[src/rtl/dbrec_pkg.sv]
package dbrec_pkg;
  // Tap word width and fraction bits (Q1.8)
  localparam int TAP_W = 10;
  localparam int FRAC  = 8;
  // Reconstruction filters, tap 0 first
  localparam int LO_TAP [4] = '{-33, 57, 214, 124};
  localparam int HI_TAP [4] = '{124, -214, 57, 33};
endpackage

[src/rtl/dbrec_phase_mac.sv]
// One polyphase branch: two taps per band, applied to the current and previous coefficient
module dbrec_phase_mac #(
  parameter int CW     = 10,
  parameter int TW     = 10,
  parameter int SW     = 22,
  parameter int A_NOW  = 0,
  parameter int A_OLD  = 0,
  parameter int D_NOW  = 0,
  parameter int D_OLD  = 0
) (
  input  logic signed [CW-1:0] a_now,
  input  logic signed [CW-1:0] a_old,
  input  logic signed [CW-1:0] d_now,
  input  logic signed [CW-1:0] d_old,
  output logic signed [SW-1:0] acc
);
  localparam int PW = CW + TW;
  localparam logic signed [TW-1:0] KA_NOW = TW'(A_NOW);
  localparam logic signed [TW-1:0] KA_OLD = TW'(A_OLD);
  localparam logic signed [TW-1:0] KD_NOW = TW'(D_NOW);
  localparam logic signed [TW-1:0] KD_OLD = TW'(D_OLD);

  logic signed [PW-1:0] p_an, p_ao, p_dn, p_do;

  always_comb begin
    p_an = PW'(a_now) * PW'(KA_NOW);
    p_ao = PW'(a_old) * PW'(KA_OLD);
    p_dn = PW'(d_now) * PW'(KD_NOW);
    p_do = PW'(d_old) * PW'(KD_OLD);
    acc  = SW'(p_an) + SW'(p_ao) + SW'(p_dn) + SW'(p_do);
  end
endmodule

[src/rtl/dbrec_round_sat.sv]
// Round half up with arithmetic shift, then clip to OW signed bits
module dbrec_round_sat #(
  parameter int SW   = 22,
  parameter int FRAC = 8,
  parameter int OW   = 8
) (
  input  logic signed [SW-1:0] sum_in,
  output logic signed [OW-1:0] res
);
  localparam logic signed [SW-1:0] HALF = SW'(1 <<< (FRAC - 1));
  localparam logic signed [SW-1:0] MAXV = SW'((1 <<< (OW - 1)) - 1);
  localparam logic signed [SW-1:0] MINV = -SW'(1 <<< (OW - 1));

  logic signed [SW-1:0] biased, shifted;

  always_comb begin
    biased  = sum_in + HALF;
    shifted = biased >>> FRAC;
    if (shifted > MAXV)      res = MAXV[OW-1:0];
    else if (shifted < MINV) res = MINV[OW-1:0];
    else                     res = shifted[OW-1:0];
  end
endmodule

[src/rtl/dbrec_synth.sv]
module dbrec_synth
  import dbrec_pkg::*;
#(
  parameter int CW = 10,
  parameter int OW = 8
) (
  input  logic                 clk,
  input  logic                 rst_n,
  input  logic                 in_valid,
  input  logic signed [CW-1:0] approx_in,
  input  logic signed [CW-1:0] detail_in,
  output logic                 out_valid,
  output logic signed [OW-1:0] out_sample
);
  localparam int SW     = CW + TAP_W + 2;
  localparam int PHASES = 2;

  // Previous pair history
  logic signed [CW-1:0] a_old_q, a_old_d, d_old_q, d_old_d;
  // Output sequencing
  logic                 odd_pend_q, odd_pend_d;
  logic signed [OW-1:0] odd_hold_q, odd_hold_d;
  logic                 vld_d;
  logic signed [OW-1:0] smp_d;

  logic signed [SW-1:0] phase_sum [PHASES];
  logic signed [OW-1:0] phase_res [PHASES];

  for (genvar p = 0; p < PHASES; p++) begin : g_phase
    dbrec_phase_mac #(
      .CW(CW), .TW(TAP_W), .SW(SW),
      .A_NOW(LO_TAP[p]), .A_OLD(LO_TAP[p+2]),
      .D_NOW(HI_TAP[p]), .D_OLD(HI_TAP[p+2])
    ) u_mac (
      .a_now(approx_in), .a_old(a_old_q),
      .d_now(detail_in), .d_old(d_old_q),
      .acc(phase_sum[p])
    );
    dbrec_round_sat #(.SW(SW), .FRAC(FRAC), .OW(OW)) u_rs (
      .sum_in(phase_sum[p]),
      .res(phase_res[p])
    );
  end

  // Next-state logic
  always_comb begin
    a_old_d    = a_old_q;
    d_old_d    = d_old_q;
    odd_pend_d = odd_pend_q;
    odd_hold_d = odd_hold_q;
    vld_d      = 1'b0;
    smp_d      = out_sample;
    if (in_valid) begin
      a_old_d    = approx_in;
      d_old_d    = detail_in;
      odd_hold_d = phase_res[1];
      odd_pend_d = 1'b1;
      vld_d      = 1'b1;
      smp_d      = phase_res[0];
    end else if (odd_pend_q) begin
      odd_pend_d = 1'b0;
      vld_d      = 1'b1;
      smp_d      = odd_hold_q;
    end
  end

  // Registers
  always_ff @(posedge clk or negedge rst_n) begin
    if (!rst_n) begin
      a_old_q    <= '0;
      d_old_q    <= '0;
      odd_pend_q <= 1'b0;
      odd_hold_q <= '0;
      out_valid  <= 1'b0;
      out_sample <= '0;
    end else begin
      a_old_q    <= a_old_d;
      d_old_q    <= d_old_d;
      odd_pend_q <= odd_pend_d;
      odd_hold_q <= odd_hold_d;
      out_valid  <= vld_d;
      out_sample <= smp_d;
    end
  end


  even_follow_chk: assert property (@(posedge clk) disable iff (!rst_n)
    in_valid |=> out_valid);

  odd_follow_chk: assert property (@(posedge clk) disable iff (!rst_n)
    in_valid |=> ##1 out_valid);

  idle_hold_chk: assert property (@(posedge clk) disable iff (!rst_n)
    !out_valid |-> $stable(out_sample));

  in_spacing_chk: assert property (@(posedge clk) disable iff (!rst_n)
    in_valid |=> !in_valid);

  no_orphan_chk: assert property (@(posedge clk) disable iff (!rst_n)
    out_valid |-> ($past(in_valid) || $past(in_valid, 2)));
endmodule

[config.mk]
export PLATFORM = sky130hd
export DESIGN_NAME = dbrec_synth
export DESIGN_NICKNAME = d
export VERILOG_FILES = /design/src/rtl/dbrec_pkg.sv /design/src/rtl/dbrec_phase_mac.sv /design/src/rtl/dbrec_round_sat.sv /design/src/rtl/dbrec_synth.sv
export SDC_FILE = /design/constraint.sdc
export NUM_CORES = 1
export LEC_CHECK = 0
export BUFFER_PORTS_ARGS = -buffer_cell sky130_fd_sc_hd__buf_2
export CORE_MARGIN = 2
export CORE_UTILIZATION = 35
export DETAILED_ROUTE_END_ITERATION = 7
export HOLD_SLACK_MARGIN = 0.05
export SLEW_MARGIN = 25
export SYNTH_ARGS = -nofsm -noshare
export SYNTH_HDL_FRONTEND = slang
export SYNTH_SLANG_ARGS = --single-unit
export TNS_END_PERCENT = 30
[constraint.sdc]
create_clock -name clk -period 12.7 [get_ports clk]
set_input_delay 0.635 -clock clk [delete_from_list [all_inputs] [get_ports clk]]
set_output_delay 0.635 -clock clk [all_outputs]
set_load 0.02 [all_outputs]
; ---- Word-level counts from Yosys, hierarchy flattened
; Cells that the tools add are included.
[word_totals]
out_inout_bits = 9
wordCells = 36
register_bits = 38
input_bits = 23
[classes]
n_addsub = 8
muxes = 9
n_mul = 8
reduce_logical = 1
n_lt_le_gt_ge = 4
[op_table]
columns = cell, n
row1 = $mul 10x7->17 const B, 4
row2 = $mux 8, 6
row3 = $add 22x17->22, 2
row4 = $add 22x9->22 const B, 2
row5 = $mul 10x8->18 const B, 2
row6 = $mul 10x6->16 const B, 2
row7 = $gt 14x8->1 const B, 2
row8 = $lt 14x8->1 const B, 2
row9 = $add 20x18->21, 1
row10 = $add 17x19->20, 1
row11 = $add 19x19->20, 1
row12 = $add 17x18->19, 1
row13 = $mux 1, 3
row14 = $reduce_bool 2->1, 1

; ---- Depth between registers and ports, before layout
[logic_depth]
depth_word = 9
ltp_mapped = 48
mapped_depth_nobuf = 48

; ---- By module
; A second synthesis with hierarchy kept.
[unflattened]
hier_cells = 1900
hier_area_um2 = 17757.0
[by_module_without_submodules]
columns = mod, cells_each, seq_area_each_um2, area_per_inst_um2, n_inst
row1 = dbrec_phase_mac (g_phase[0].u_mac), 877, 0.0, 8042.7, 1
row2 = dbrec_phase_mac (g_phase[1].u_mac), 804, 0.0, 7252.0, 1
row3 = dbrec_synth, 97, 950.9, 1584.0, 1
row4 = dbrec_round_sat, 61, 0.0, 439.2, 2

; ---- Worst setup path before layout
; No wires, ideal clock.
[synth_timing]
path_kind = input to register
from = input port detail_in[2]
to = register out_sample[3]
n_path_buf = 1
required_ps = 12574
setup_time_ps = 126
path_stages = 46
slack_ps = 1657
arrival_ps = 10917
cell_sequence = inv_1 -> fa_1 -> inv_1 -> ha_1 -> inv_1 -> fa_1 -> inv_1 -> fa_1 -> a21o_1 -> a21oi_1 -> o21bai_1 -> a21oi_1 -> o21bai_1 -> a21oi_1 -> o21bai_1 -> a21o_1 -> xnor2_1 -> fa_1 -> (+10 left out) -> a21oi_1 -> nand2_1 -> xor2_1 -> ha_1 -> ha_1 -> ha_1 -> inv_1 -> fa_1 -> inv_1 -> ha_1 -> clkbuf_1 -> a21o_1 -> a21o_1 -> a221o_1 -> or3b_4 -> a2111oi_4 -> nor4_1 -> a221o_1
[synth_between]
elab_chain_len = 8
word_cells_on_any_way = 9
classes_between = add/sub: 3 / mul: 1 / order compare: 2 / mux: 3
[synth_lines]
columns = item, line_no
row1 = start: declaration, dbrec_synth.sv:11  ; input logic signed [CW-1:0] detail_in,
row2 = $mul 10x6->16 *, dbrec_phase_mac.sv:28  ; p_dn = PW'(d_now) * PW'(KD_NOW);
row3 = $add 20x18->21 *, dbrec_phase_mac.sv:30  ; acc = SW'(p_an) + SW'(p_ao) + SW'(p_dn) + SW'(p_do);
row4 = $add 22x17->22 *, dbrec_phase_mac.sv:30
row5 = $add 22x9->22 *, dbrec_round_sat.sv:17  ; biased = sum_in + HALF;
row6 = $lt 14x8->1, dbrec_round_sat.sv:20  ; else if (shifted < MINV) res = MINV[OW-1:0];
row7 = $mux 8, dbrec_round_sat.sv:20
row8 = $mux 8 *, dbrec_round_sat.sv:19  ; if (shifted > MAXV) res = MAXV[OW-1:0];
row9 = $mux 8 *, dbrec_synth.sv:53  ; if (in_valid) begin
row10 = end signal: assignment, dbrec_synth.sv:82  ; out_sample <= smp_d;
row11 = end: declaration, dbrec_synth.sv:13  ; output logic signed [OW-1:0] out_sample
; Every way passes the cells marked *; elsewhere a longest branch is shown, timed or not.
; A chain may end at the register's enable or synchronous reset.

; ---- Worst setup path in the final report
[layout_timing]
from = register a_old_q[0]
to = register out_sample[3]
[layout_between]
elab_chain_len = 9
word_cells_on_any_way = 10
classes_between = add/sub: 4 / mul: 1 / order compare: 2 / mux: 3
[layout_lines]
columns = item, line_no
row1 = start: declaration, dbrec_synth.sv:19  ; logic signed [CW-1:0] a_old_q, a_old_d, d_old_q, d_old_d;
row2 = start signal: assignment, dbrec_synth.sv:77  ; a_old_q <= a_old_d;
row3 = $mul 10x8->18 *, dbrec_phase_mac.sv:27  ; p_ao = PW'(a_old) * PW'(KA_OLD);
row4 = $add 17x19->20 *, dbrec_phase_mac.sv:30
row5 = $add 20x18->21 *, dbrec_phase_mac.sv:30
row6 = $add 22x17->22 *, dbrec_phase_mac.sv:30
row7 = $add 22x9->22 *, dbrec_round_sat.sv:17
row8 = $lt 14x8->1, dbrec_round_sat.sv:20
row9 = $mux 8, dbrec_round_sat.sv:20
row10 = $mux 8 *, dbrec_round_sat.sv:19
row11 = $mux 8 *, dbrec_synth.sv:53
; Marked as above.

==> impl_summary.txt <==
----------------------------------------------------
[Critical path]
  Sort of element at the start of the critical path ... register
  Reg-to-reg critical path startpoint ... a_old_q[0]
  Endpoint of the worst register-to-register path ... out_sample[3]
  Arr. time, crit path ... between 10 and 15 ns
  Cell at the slowest stage of the critical path ... dfrtp_1
  Largest stage delay on the critical path ... ~0.61 ns
  Kind of end point of the critical path ... register
  Worst Setup Path Type ... register to register
  Required time of the critical path ... 12.90 ns
  Reg2reg setup slack ... 1.08 ns
  Worst R2R Path Depth ... 44
  Critical Path Fanout Max ... 9
  Worst path most repeated cell ... ha_1

[Final layout]
  Most common library cell in the layout ignoring fill and taps ... inv_1
  Growth of design area from synthesis to finish ... 6.50%
  Diodes inserted ... 0
  NumNets Final ... 2,472
  Fillers ... 4,840
  Commonest cells after routing, fill and taps aside ... inv_1 (505), ha_1 (371), fa_1 (263)
  Util after Layout ... 37.5%
  Share of layout cells above drive strength 1 ... 3.47%
  Register area ... 951 um^2
  Area taken by multi-input logic gates ... 13,800 um^2

[Timing]
  Slew at the pin closest to its max-slew limit ... 0.686 ns
  Ratio of final minimum period to clock period ... between 90 and 100%
  Final total negative setup slack ... 0 ns
  Fmax ... 86.0 MHz
  Final-report setup violation count ... 0
  Worst setup skew after layout ... between 0.006 and 0.007 ns
  Post-layout min period ... around 12 ns
  Count of pins over their slew limit ... 0
  Slew Limit Headroom ... a little over half
  Setup repair after global routing missed its margin ... no
  Final hold viol count ... 0

[Synthesis]
  Syn avg cell area ... ~9.4 um^2
  Gate count after technology mapping ... roughly 1,800
  Number of enable-type register cells in the synthesized netlist ... 0
  Async SR Flop Fraction ... 100%
  Number of distinct library cell variants in the gate-level netlist after synthesis ... 66
  Combined area of all synthesized cells ... 16,700 um^2
  Number of warnings reported in the yosys synthesis log ... 0
  Part of the Yosys area used for sequential elements ... approximately 5.7%
  Synthesized Nets ... about 2,400
  Total of flip-flops plus latches after synthesis ... 38
  Primary FF master, synth ... dfrtp_1

[Floorplan]
  FP Rows ... 80
  Top Ports ... 32
  Width of the die ... 223 um
  Die Span Y ... 223 um
  Effective utilization at floorplan ... 35.2%
  DIE AREA ... 49,500 um^2
  Core ar. ... 47,400 um^2

[Global route]
  GRT Overall Usage ... 15.9%
  Global-route wire length before repair ... approximately 62 mm
  Number of antenna violations at the first check in global routing ... 1
  Number of global-route vias before repair ... 12,200
  Pin count of the biggest net entering global routing ... 53
  Total global routing overflow ... 0

[Place]
  Total of buffers placed on input and output ports ... 31
  Routability-driven placement congestion ratio ... around 0.89
  Half-perimeter wire length of the detailed placement result ... ~33 mm

[Clock network]
  Root buffer cell ... clkbuf_16
  CTS Sinks ... 38
  Worst skew pair latency ... 0.31 ns
  Count of H-tree levels built during CTS ... 2
  Maximum clock insertion buffer count ... 2
  Cts-stage hold buffer count ... 0
  Clock slew at the register clock pins of the worst setup and hold paths ... approximately 0.07 ns
  Number of buffers added for setup after CTS ... 0
  TritonCTS clock tree ... done
  Gates resized, CTS repair ... 0
  Clock buffer count from CTS ... 5

[Drt]
  Detailed Route Iter0 Violations ... 428
  Aggregate routed wire length ... around 38 mm
  Per-cell via count in the routed design ... 4.81
  Final routed wire length divided by cell count ... roughly 15 um
  Vias ... 11,700
  Detailed-routing iteration count for the pre-antenna-repair pass ... 7
  Detail Route Antenna Nets ... 0
  Post-route DRC ... 0

[Job]
  Max-cap violations ... 0

[Hold path]
  Worst min-delay path category ... input pin to asynchronous set/reset pin

[Run status]
  Outcome ... finished, final reports clean

----------------------------------------------------
-- routing by layer --
layer | GRT usage (%) | up-vias | part of all wire, %
li1 | - | 5725 | -
met5 | 0 | - | 0.043
met2 | 27.1 | 129 | 49
met1 | 21.2 | 5786 | 45
met3 | 1.18 | 39 | 2.3
met4 | 5.82 | 2 | 3.6
-- critical path, delay by kind of cell, from the launching register on --
family | cells | cell delay [ns]
AND/OR/NAND/NOR | 5 | 1.13
buffers and inverters | 8 | 0.59
adder cells (fa/ha/maj) | 16 | 5.92
flip-flops | 1 | 0.61
XOR/XNOR | 3 | 0.68
AO/OA/AOI/OAI | 12 | 2.60
-- area by class of cell --
type / instances / area share (%)
Sequential cell: 38 / 5.34
Clock buffer: 5 / 0.703
Clock inverter: 3 / 0.386
Tap cell: 615 / 4.32
Multi-Input combinational cell: 1229 / 77.5
Timing Repair Buffer: 34 / 1.01
Inverter: 507 / 10.7
-- synth_stat cells, drive strengths merged (5+ instances only) --
cell type / count / share of area [%]
clkbuf: 9 / 0.20
a2111oi: 6 / 0.54
a31oi: 6 / 0.22
mux2i: 8 / 0.48
nor2: 57 / 1.3
or2: 5 / 0.19
nand4: 5 / 0.19
a21boi: 6 / 0.27
nor2b: 13 / 0.49
nand2: 57 / 1.3
fa: 263 / 31
a221o: 9 / 0.54
nand3: 12 / 0.36
nor3: 21 / 0.69
nand2b: 12 / 0.45
a21o: 19 / 0.85
inv: 506 / 11
and3: 7 / 0.26
dfrtp: 38 / 5.7
xnor2: 87 / 4.6
ha: 371 / 28
or3: 9 / 0.34
a21oi: 68 / 2.0
o21a: 9 / 0.41
o21bai: 16 / 0.72
and2: 5 / 0.20
o211ai: 8 / 0.44
o21ai: 60 / 1.8
xor2: 39 / 2.0
-- flip-flops by register name (all words and copies together), names as in the netlist --
register	cells
a_old_q	10
d_old_q	10
odd_hold_q	8
odd_pend_q	1
out_sample	8
out_valid	1
-- worst max-delay path by stage --
stage,from,to,depth (start not counted),slack (ns)
after global routing,a_old_q[0],out_sample[5],45,0.30
after floorplan,detail_in[2],out_sample[3],46,1.66
after detailed placement,detail_in[2],out_sample[3],46,0.84
final,a_old_q[0],out_sample[3],44,1.08
after CTS,a_old_q[0],out_sample[3],44,1.05
after global placement,detail_in[2],out_sample[3],46,0.98
-- logic make-up (layout without fill, tap and decap cells) --
family                   after synthesis  count (layout)  share of synthesized area (%)
flip-flops                            38              38                           5.69
XOR/XNOR                             126             126                           6.60
adder cells (fa/ha/maj)              634             634                           59.3
AND/OR/NAND/NOR                      220             220                           6.51
buffers and inverters                520             549                           11.7
multiplexers                          11              11                          0.681
AO/OA/AOI/OAI                        238             238                           9.54
-- stage by stage --
step / cells / hold slack [ns] / cell area [um^2] / setup slack (ns)
final: 2431 / 0.338 / 17800 / 1.08
after global routing: 2431 / 0.370 / 17800 / 0.304
after CTS: 2431 / 0.350 / 17800 / 1.05
after detailed placement: 2423 / 0.483 / 17600 / 0.836
after global placement: 2423 / 0.476 / 17600 / 0.978
after floorplan: 1787 / 0.339 / 16700 / 1.66
Power is not shown: default switching activity piles up to over one toggle a cycle in this logic, so the estimate is an artifact.
